<file path="src/rtl/isa_cyc_pkg.sv">
package isa_cyc_pkg;

   typedef enum logic [2:0] {
      KIND_IO       = 3'd0,
      KIND_MEM      = 3'd1,
      KIND_DMA      = 3'd2,
      KIND_CARD_IO  = 3'd3,
      KIND_CARD_MEM = 3'd4
   } cyc_kind_e;

   typedef enum logic [1:0] {
      PH_IDLE  = 2'd0,
      PH_ADDR  = 2'd1,
      PH_CMD   = 2'd2,
      PH_RECOV = 2'd3
   } phase_e;

   // kinds that drive the I/O strobe pair
   function automatic logic kind_is_io(input cyc_kind_e k);
      return (k == KIND_IO) || (k == KIND_CARD_IO);
   endfunction

   // kinds during which plain bus devices must stay off the bus
   function automatic logic kind_hides_bus(input cyc_kind_e k);
      return (k == KIND_DMA) || (k == KIND_CARD_IO);
   endfunction

endpackage

</file>
<file path="src/rtl/isa_phase_fsm.sv">
module isa_phase_fsm
   import isa_cyc_pkg::*;
#(
   parameter int ADDR_CYC  = 1,
   parameter int CMD_CYC   = 4,
   parameter int RECOV_CYC = 2
) (
   input  logic   clk,
   input  logic   rst_n,
   input  logic   start,
   input  logic   wide_req,
   input  logic   width16_in,
   input  logic   bus_rdy,
   output phase_e phase,
   output logic   pass,
   output logic   is16,
   output logic   cmd_end,
   output logic   done
);

   localparam int MAX_AC = (ADDR_CYC > CMD_CYC) ? ADDR_CYC : CMD_CYC;
   localparam int MAXC   = (MAX_AC > RECOV_CYC) ? MAX_AC : RECOV_CYC;
   localparam int CW     = $clog2(MAXC + 1);
   localparam logic [CW-1:0] LD_ADDR  = CW'(ADDR_CYC - 1);
   localparam logic [CW-1:0] LD_CMD   = CW'(CMD_CYC - 1);
   localparam logic [CW-1:0] LD_RECOV = CW'(RECOV_CYC - 1);

   logic [CW-1:0] cnt;
   logic          cnt_zero;

   assign cnt_zero = (cnt == '0);
   assign cmd_end  = (phase == PH_CMD) && cnt_zero && bus_rdy;

   always_ff @(posedge clk or negedge rst_n) begin
      if (!rst_n) begin
         phase <= PH_IDLE;
         cnt   <= '0;
         pass  <= 1'b0;
         is16  <= 1'b0;
         done  <= 1'b0;
      end else begin
         done <= 1'b0;
         unique case (phase)
            PH_IDLE: begin
               if (start) begin
                  phase <= PH_ADDR;
                  cnt   <= LD_ADDR;
                  pass  <= 1'b0;
                  is16  <= 1'b0;
               end
            end
            PH_ADDR: begin
               if (cnt_zero) begin
                  phase <= PH_CMD;
                  cnt   <= LD_CMD;
                  if (!pass) is16 <= width16_in;
               end else begin
                  cnt <= cnt - 1'b1;
               end
            end
            PH_CMD: begin
               if (!cnt_zero) begin
                  cnt <= cnt - 1'b1;
               end else if (bus_rdy) begin
                  phase <= PH_RECOV;
                  cnt   <= LD_RECOV;
               end
            end
            PH_RECOV: begin
               if (!cnt_zero) begin
                  cnt <= cnt - 1'b1;
               end else if (wide_req && !is16 && !pass) begin
                  phase <= PH_ADDR;
                  cnt   <= LD_ADDR;
                  pass  <= 1'b1;
               end else begin
                  phase <= PH_IDLE;
                  done  <= 1'b1;
               end
            end
            default: phase <= PH_IDLE;
         endcase
      end
   end

endmodule

</file>
<file path="src/rtl/isa_strobe_gen.sv">
module isa_strobe_gen
   import isa_cyc_pkg::*;
(
   input  phase_e    phase,
   input  cyc_kind_e kind,
   input  logic      write,
   input  logic      lane16,
   output logic      bale,
   output logic      aen,
   output logic      io_rd,
   output logic      io_wr,
   output logic      mem_rd,
   output logic      mem_wr,
   output logic      xcvr_oe,
   output logic      xcvr_dir_hi,
   output logic      xcvr_dir_lo
);

   logic active;
   logic in_cmd;
   logic use_io;

   assign active = (phase != PH_IDLE);
   assign in_cmd = (phase == PH_CMD);
   assign use_io = kind_is_io(kind);

   assign bale   = (phase == PH_ADDR);
   assign aen    = active && kind_hides_bus(kind);

   assign io_rd  = in_cmd &&  use_io && !write;
   assign io_wr  = in_cmd &&  use_io &&  write;
   assign mem_rd = in_cmd && !use_io && !write;
   assign mem_wr = in_cmd && !use_io &&  write;

   assign xcvr_oe     = in_cmd;
   assign xcvr_dir_lo = active && write;
   assign xcvr_dir_hi = active && write && lane16;

endmodule

</file>
<file path="src/rtl/isa_data_lane.sv">
module isa_data_lane (
   input  logic        clk,
   input  logic        rst_n,
   input  logic        start,
   input  logic        cmd_end,
   input  logic        pass,
   input  logic        lane16,
   input  logic [15:0] wdata,
   input  logic [15:0] bus_rdata,
   output logic [15:0] bus_wdata,
   output logic [15:0] rdata
);

   localparam int LANES = 2;
   localparam int BW    = 8;

   // 8-bit targets see each byte on the low lane, upper lane kept at the high byte
   assign bus_wdata = lane16 ? wdata
                             : {wdata[15:8], (pass ? wdata[15:8] : wdata[7:0])};

   for (genvar b = 0; b < LANES; b++) begin : g_lane
      logic [BW-1:0] byte_q;
      always_ff @(posedge clk or negedge rst_n) begin
         if (!rst_n) begin
            byte_q <= '0;
         end else if (start) begin
            byte_q <= '0;
         end else if (cmd_end) begin
            if (lane16)
               byte_q <= bus_rdata[BW*b +: BW];
            else if (pass == 1'(b))
               byte_q <= bus_rdata[BW-1:0];
         end
      end
      assign rdata[BW*b +: BW] = byte_q;
   end

endmodule

</file>
<file path="src/rtl/isa_cycle_ctrl.sv">
module isa_cycle_ctrl
   import isa_cyc_pkg::*;
#(
   parameter int AW        = 24,
   parameter int ADDR_CYC  = 1,
   parameter int CMD_CYC   = 4,
   parameter int RECOV_CYC = 2
) (
   input  logic          clk,
   input  logic          rst_n,
   input  logic          req_valid,
   output logic          req_ready,
   input  logic [2:0]    req_kind,
   input  logic          req_write,
   input  logic          req_wide,
   input  logic [AW-1:0] req_addr,
   input  logic [15:0]   req_wdata,
   output logic          req_done,
   output logic [15:0]   rsp_rdata,
   output logic [AW-1:0] bus_addr,
   output logic [15:0]   bus_wdata,
   input  logic [15:0]   bus_rdata,
   output logic          bale,
   output logic          aen,
   output logic          io_rd,
   output logic          io_wr,
   output logic          mem_rd,
   output logic          mem_wr,
   input  logic          bus_rdy,
   input  logic          io_cs16,
   input  logic          mem_cs16,
   output logic          xcvr_oe,
   output logic          xcvr_dir_hi,
   output logic          xcvr_dir_lo
);

   if (ADDR_CYC < 1 || CMD_CYC < 1 || RECOV_CYC < 1) begin : g_bad_phase
      $error("isa_cycle_ctrl: every phase needs at least one cycle");
   end
   if (AW < 2) begin : g_bad_aw
      $error("isa_cycle_ctrl: AW must be at least 2");
   end

   phase_e        phase;
   logic          start;
   logic          pass;
   logic          is16;
   logic          cmd_end;
   logic          lane16;
   logic          width16_sel;
   logic          cmd_any;
   cyc_kind_e     kind_q;
   logic          wr_q;
   logic          wide_q;
   logic [AW-1:0] addr_q;
   logic [15:0]   wdata_q;

   assign req_ready = (phase == PH_IDLE);
   assign start     = req_valid && req_ready;

   always_ff @(posedge clk or negedge rst_n) begin
      if (!rst_n) begin
         kind_q  <= KIND_IO;
         wr_q    <= 1'b0;
         wide_q  <= 1'b0;
         addr_q  <= '0;
         wdata_q <= '0;
      end else if (start) begin
         kind_q  <= cyc_kind_e'(req_kind);
         wr_q    <= req_write;
         wide_q  <= req_wide;
         addr_q  <= req_addr;
         wdata_q <= req_wdata;
      end
   end

   assign width16_sel = kind_is_io(kind_q) ? io_cs16 : mem_cs16;
   assign lane16      = wide_q && is16;
   assign bus_addr    = {addr_q[AW-1:1], addr_q[0] | pass};

   isa_phase_fsm #(
      .ADDR_CYC  (ADDR_CYC),
      .CMD_CYC   (CMD_CYC),
      .RECOV_CYC (RECOV_CYC)
   ) u_fsm (
      .clk        (clk),
      .rst_n      (rst_n),
      .start      (start),
      .wide_req   (wide_q),
      .width16_in (width16_sel),
      .bus_rdy    (bus_rdy),
      .phase      (phase),
      .pass       (pass),
      .is16       (is16),
      .cmd_end    (cmd_end),
      .done       (req_done)
   );

   isa_strobe_gen u_strobe (
      .phase       (phase),
      .kind        (kind_q),
      .write       (wr_q),
      .lane16      (lane16),
      .bale        (bale),
      .aen         (aen),
      .io_rd       (io_rd),
      .io_wr       (io_wr),
      .mem_rd      (mem_rd),
      .mem_wr      (mem_wr),
      .xcvr_oe     (xcvr_oe),
      .xcvr_dir_hi (xcvr_dir_hi),
      .xcvr_dir_lo (xcvr_dir_lo)
   );

   isa_data_lane u_lane (
      .clk       (clk),
      .rst_n     (rst_n),
      .start     (start),
      .cmd_end   (cmd_end),
      .pass      (pass),
      .lane16    (lane16),
      .wdata     (wdata_q),
      .bus_rdata (bus_rdata),
      .bus_wdata (bus_wdata),
      .rdata     (rsp_rdata)
   );

   assign cmd_any = io_rd | io_wr | mem_rd | mem_wr;

   AST_HOLD_ON_WAIT: assert property (@(posedge clk) disable iff (!rst_n)
      (cmd_any && !bus_rdy) |=> cmd_any);

   AST_LATCH_BEFORE_STROBE: assert property (@(posedge clk) disable iff (!rst_n)
      $rose(cmd_any) |-> $past(bale));

   AST_AEN_ENDS_AT_DONE: assert property (@(posedge clk) disable iff (!rst_n)
      $fell(aen) |-> req_done);

   AST_DONE_SINGLE: assert property (@(posedge clk) disable iff (!rst_n)
      req_done |=> !req_done);

   AST_ONE_STROBE: assert property (@(posedge clk) disable iff (!rst_n)
      $onehot0({io_rd, io_wr, mem_rd, mem_wr}));

   AST_HI_NEEDS_LO: assert property (@(posedge clk) disable iff (!rst_n)
      xcvr_dir_hi |-> xcvr_dir_lo);

   AST_NO_ACCEPT_BUSY: assert property (@(posedge clk) disable iff (!rst_n)
      (!req_ready && !req_done) |=> !req_done || $past(phase == PH_RECOV));

endmodule

</file>
<file path="config.mk">
export PLATFORM = sky130hd
export DESIGN_NAME = isa_cycle_ctrl
export DESIGN_NICKNAME = d
export VERILOG_FILES = /design/src/rtl/isa_cyc_pkg.sv /design/src/rtl/isa_phase_fsm.sv /design/src/rtl/isa_strobe_gen.sv /design/src/rtl/isa_data_lane.sv /design/src/rtl/isa_cycle_ctrl.sv
export SDC_FILE = /design/constraint.sdc
export NUM_CORES = 1
export LEC_CHECK = 0
export BUFFER_PORTS_ARGS = -buffer_cell sky130_fd_sc_hd__buf_2
export CORE_ASPECT_RATIO = 1.5
export CORE_MARGIN = 5
export CORE_UTILIZATION = 48
export DETAILED_ROUTE_END_ITERATION = 8
export PLACE_DENSITY = 0.79
export SLEW_MARGIN = 20
export SYNTH_ARGS = -nofsm -noshare
export SYNTH_HDL_FRONTEND = slang
export SYNTH_SLANG_ARGS = --single-unit
</file>
<file path="constraint.sdc">
create_clock -name clk -period 2.7 [get_ports clk]
set_clock_uncertainty 0.2 [all_clocks]
set_input_delay 0.27 -clock clk [delete_from_list [all_inputs] [get_ports clk]]
set_output_delay 0.27 -clock clk [all_outputs]
set_load 0.02 [all_outputs]
</file>
# Word level (Yosys, flattened, before mapping)
# Cells that the tools add are included.
[totals]
reg_bits = 69
out_inout_bits = 67
word_cells = 99
inputBits = 67
[classes]
reduce_logical = 35
n_addsub = 1
bitwise = 1
n_eq_ne = 15
mux = 35
[ops]
columns = ["cell", "count"]
rows = [
  ["$mux 8", 10],
  ["$mux 3", 6],
  ["$logic_and 1x1->1", 15],
  ["$pmux 3 s4", 1],
  ["$mux 1", 10],
  ["$mux 2", 5],
  ["$ne 2x1->1 const B", 4],
  ["$pmux 2 s4", 1],
  ["$reduce_and 4->1", 2],
  ["$reduce_bool 2->1", 4],
  ["$eq 3x2->1 const B", 2],
  ["$logic_not 3->1", 2],
  ["$ne 2x2->1 const B", 3],
  ["$ne 3x3->1 const B", 2],
  ["$reduce_and 5->1", 1],
  ["$eq 2x2->1 const B", 2],
  ["$logic_not 1->1", 4],
  ["$pmux 1 s2", 2],
  ["$reduce_and 2->1", 2],
  ["$ne 3x2->1 const B", 1],
  ["$reduce_and 3->1", 1],
  ["$reduce_bool 3->1", 1],
  ["$sub 3x1->3 const B", 1],
  ["$eq 2x1->1 const B", 1],
  ["3 further kinds", 4],
]

# Longest topological paths before layout
[logic_depth]
depth_word = 6
depth_mapped = 8
ltp_nobuf = 6

# Hierarchy
# A second synthesis with hierarchy kept.
[hier_totals]
cells_unflattened = 280
area_unflattened_um2 = 3774.9
[by_module_without_submodules]
columns = ["module", "area_each_um2", "cells_per_inst", "seq_area_each_um2", "n_inst"]
rows = [
  ["isa_cycle_ctrl", 2103.3, 125, 1126.1, 1],
  ["isa_data_lane", 1041.0, 89, 400.4, 1],
  ["isa_phase_fsm", 530.5, 52, 200.2, 1],
  ["isa_strobe_gen", 100.1, 14, 0.0, 1],
]

# Least setup slack after synthesis
# OpenSTA, ideal clock, no wires.
[synth_path]
kind = "reg-to-reg"
start = "register u_fsm.phase[0]"
end = "register u_fsm.cnt[0]"
arrival_ns = 1.899
n_path_buf = 1
t_required_ns = 2.375
synth_period_minus_slack_ns = 2.224
setup_ns = 0.125
path_stages_with_launch = 8
path_slack_ns = 0.476
path_cell_list = "dfrtp_1 > inv_1 > ha_1 > clkbuf_1 > nand2b_1 > o21a_1 > a22oi_1 > mux2_2"
[synth_via]
elab_chain_len = 4
word_cells_on_any_way = 10
cone_classes = "6 x eq/ne; 1 x mux; 3 x reduce/logical"
[synth_rtl]
columns = ["element", "line", "rtl"]
rows = [
  ["start: declaration", "isa_phase_fsm.sv:14", "output phase_e phase,"],
  ["start signal: assignment", "isa_phase_fsm.sv:36", "phase <= PH_IDLE;"],
  ["start signal: assignment", "isa_phase_fsm.sv:46", "phase <= PH_ADDR;"],
  ["start signal: assignment", "isa_phase_fsm.sv:54", "phase <= PH_CMD;"],
  ["$logic_not 2->1 (*)", "isa_cycle_ctrl.sv:58", "assign req_ready = (phase == PH_IDLE);"],
  ["via req_ready", "isa_cycle_ctrl.sv:12", "output logic req_ready,"],
  ["$logic_and 1x1->1", "isa_cycle_ctrl.sv:59", "assign start = req_valid && req_ready;"],
  ["$ne 2x1->1 (no line)", "--", ""],
  ["$reduce_and 3->1 (no line)", "--", ""],
  ["end signal: assignment", "isa_phase_fsm.sv:58", "cnt <= cnt - 1'b1;"],
  ["end signal: assignment", "isa_phase_fsm.sv:63", "cnt <= cnt - 1'b1;"],
  ["end signal: assignment", "isa_phase_fsm.sv:71", "cnt <= cnt - 1'b1;"],
  ["end: declaration", "isa_phase_fsm.sv:28", "logic [CW-1:0] cnt;"],
]
# The timed path passes the listed nets; every way through them passes the cells marked *.
# A chain may end at the register's enable or synchronous reset.

# Worst setup path after layout
[layout_path]
start = "register u_fsm.phase[0]"
end = "output port io_rd"
[layout_via]
elab_chain_len = 3
[layout_rtl]
columns = ["element", "line", "rtl"]
rows = [
  ["$eq 2x2->1", "isa_strobe_gen.sv:24", "assign in_cmd = (phase == PH_CMD);"],
  ["$logic_and 1x1->1 (2 in series)", "isa_strobe_gen.sv:30", "assign io_rd = in_cmd && use_io && !write;"],
  ["end: declaration", "isa_cycle_ctrl.sv:25", "output logic io_rd,"],
]
# No other way between the ends.

==> results.toml <==
[synth]
syn-cell-area_um2 = 3320
synth_top_family_by_area = "simple AND/OR/NAND/NOR gates"
synth_cells = 366
synth_top_area_share_pct = 52.1
synth.area.mux_share_pct = 6.75
syn_avg_cell_area_um2 = 9.06
ys.flop_type = "dfrtp_1"
synth_edf_count = 0
yosys_register_bits = 69
synthArstFlopShare_pct = 100
post_synth_xor_area_fraction_pct = 0.264
synth_compound_area_share_pct = 5.70
synth.area.top_cells = "dfrtp_1 52%, nand2_1 17%, buf_4 7.0%"
syn-num-nets = 437
synth_cell_type_count = 37
synth_fa_ha_area_share_pct = 1.51
ys_warn_count = 0
yosys.area_share.simple_pct = 23.7
yosysSeqAreaShare_pct = 52.1
synth_area_leader_cell = "dfrtp_1"

[placement]
dp_hpwl_um = 6190
port_buffers = 133
routabilityCongestion = 0.805
place_inst = 535

[min_path]
hp-start = "bus_rdata[1]"
hold_end = "u_lane.g_lane[0].byte_q[1]"
hold_class = "input port to flip-flop"
min_path_cells = 3

[timing]
slew_viol_final = 0
setup_viol = 0
relSlewSlack_pct = 61.8
period_minus_slack_ps = 2360
fin_crit_sh_pct = 87.5
rsz0062_at_grt = "false"
hold_ws_ps = 8.21
max_freq_ghz = 0.423
final.setup.tns_ps = 0
hold_viol_final = 0
tightest_slew_ps = 571

[detailed_routing]
vias = 3108
wl_um = 9480
drtIter0Drc = 236
route.detailed.drc = 0
vias_per_cell = 5.13
drt-wirelength-per-cell_um = 15.7
first_pass_iters = 4
ant_nets = 0

[power]
total_leakage_power_nw = 2.47
powerDensity_nw_per_um2 = 1140
peakVddDrop_uv = 635

[cts]
clkLatencyLatePin_ps = 340
cts_tree = "yes"
clock_sinks = 69
h-tree-depth = 3
clk_pin_slew_ps = 70
root_buffer = "clkbuf_8"
clock_path_buffers = 2
cts_resized = 0
postCtsSetupRepairBufs = 0
cts_buffers = 9

[die]
core_um2 = 6810
initial_core_util_pct = 48.7
die_h_um = 112
dieArea_um2 = 8700
fp.dieW_um = 77.9
io_pins = 134
row_count = 37

[critical_path]
worstPathArrival_ps = 1890
worstPathMaxFanout = 6
r2r_end = "u_lane.g_lane[1].byte_q[0]"
cp-end-kind = "output pin"
startpoint_type = "flip-flop"
reg2reg_from = "u_fsm.phase[0]"
crit_type = "flip-flop to output pin"
required_ps = 2230
worstRegToRegCells = 6
r2r_slack_ps = 430

[layout]
fill_cells = 523
drive_gt1_share_pct = 29.8
nNetsFinal = 594
final_common_cell = "nand2_1"
area_growth_pct = 37.4
final_cells = 606
layout_common_cells = "148 x nand2_1, 133 x buf_2, 69 x dfrtp_1, 55 x dlygate4sd3_1, 21 x nor2_1"

[grt]
grt_start_max_net_pins = 46
grt_pass1_vias = 3225
grt_pass1_wl_um = 15400
overflow = 0
grt_usage_pct = 22.3
antenna_found_initial = 1

[run_status]
status = "finished, final reports clean"

[job]
cap_violations = 0
==> cell usage after synthesis (2+ instances only) <==
| master | instances |
|---|---|
| nor3_1 | 6 |
| nor2b_1 | 2 |
| o21ai_0 | 4 |
| mux2_1 | 10 |
| dfrtp_1 | 69 |
| a311oi_1 | 9 |
| nor2_1 | 21 |
| o21a_1 | 2 |
| clkbuf_1 | 14 |
| nand3_1 | 8 |
| nand2_1 | 148 |
| inv_1 | 3 |
| buf_1 | 2 |
| a211oi_1 | 2 |
| buf_6 | 2 |
| buf_4 | 31 |
| mux2i_1 | 10 |
| ha_1 | 4 |
==> cells by family after synthesis <==
| logic type | after synthesis |
|---|---|
| flops | 69 |
| simple gates | 194 |
| buf+inv | 53 |
| fa+ha+maj | 4 |
| compound gates | 24 |
| xor+xnor | 1 |
| mux | 21 |
==> final cells by class <==
type / count / area (um2) / area share (%)
Clock inverter: 2 / 10.0 / 0.220
Clock buffer: 13 / 149 / 3.27
Antenna cell: 1 / 2.50 / 0.0549
Timing Repair Buffer: 195 / 1290 / 28.4
Inverter: 4 / 15.0 / 0.330
Sequential cell: 69 / 1730 / 37.9
Multi-Input combinational cell: 244 / 1260 / 27.7
Tap cell: 78 / 97.6 / 2.14
==> where the power goes <==
group	internal [mW]	switching (mW)	total, mW
logic	0.948	1.72	2.66
clock network	0.352	0.362	0.713
registers	1.49	0.300	1.79
total	2.79	2.38	5.17
==> through the flow <==
stage | setup slack (ps) | area [um2] | total power, mW | util [%]
2_1_floorplan | 476 | 3320 | 3.80 | -
3_3_place_gp | 630 | 3840 | 4.28 | 56.5
3_5_place_dp | 489 | 3840 | 4.37 | 56.5
4_1_cts | 348 | 4550 | 5.17 | 66.9
5_1_grt | 267 | 4550 | 5.52 | 66.9
6_report | 336 | 4550 | 5.17 | 66.9
==> worst max-delay path, cell delays in order, from the launching register on <==
cell and delay [ps]:
dfrtp_1 410, inv_1 140, ha_1 320, inv_1 150, nor4_1 320, buf_2 220
==> worst max-delay path by stage <==
stage                                  to  slack, ps           start  cells after the start
2_1_floorplan                u_fsm.cnt[0]        480  u_fsm.phase[0]                      7
3_3_place_gp   u_lane.g_lane[1].byte_q[5]        630  u_fsm.phase[0]                      6
3_5_place_dp   u_lane.g_lane[1].byte_q[3]        490  u_fsm.phase[0]                      6
4_1_cts                             io_rd        350  u_fsm.phase[0]                      5
5_1_grt                             io_rd        270  u_fsm.phase[0]                      5
6_report                            io_rd        340  u_fsm.phase[0]                      5
==> registers in the layout, summed over array words and instances (netlist names), 2 cells and up <==
register	count
addr_q	24
kind_q	3
u_fsm.cnt	3
u_fsm.phase	2
u_lane.g_lane.byte_q	16
wdata_q	16
==> per-layer routing <==
metal / up-vias / GRT usage, % / part of all wire [%]
met1: 1489 / 24.0 / 36
met2: 112 / 39.5 / 54
met4: 0 / 15.0 / 4.7
li1: 1469 / - / -
met3: 38 / 2.83 / 4.4
met5: - / 0 / 0
==> timing repair <==
action | 4_1_cts | 5_1_grt
hold endpoints to repair | 76 | 0
setup endpoints to repair | 0 | 0
hold buffers | 55 | 0
(Power assumes the default switching activity.)
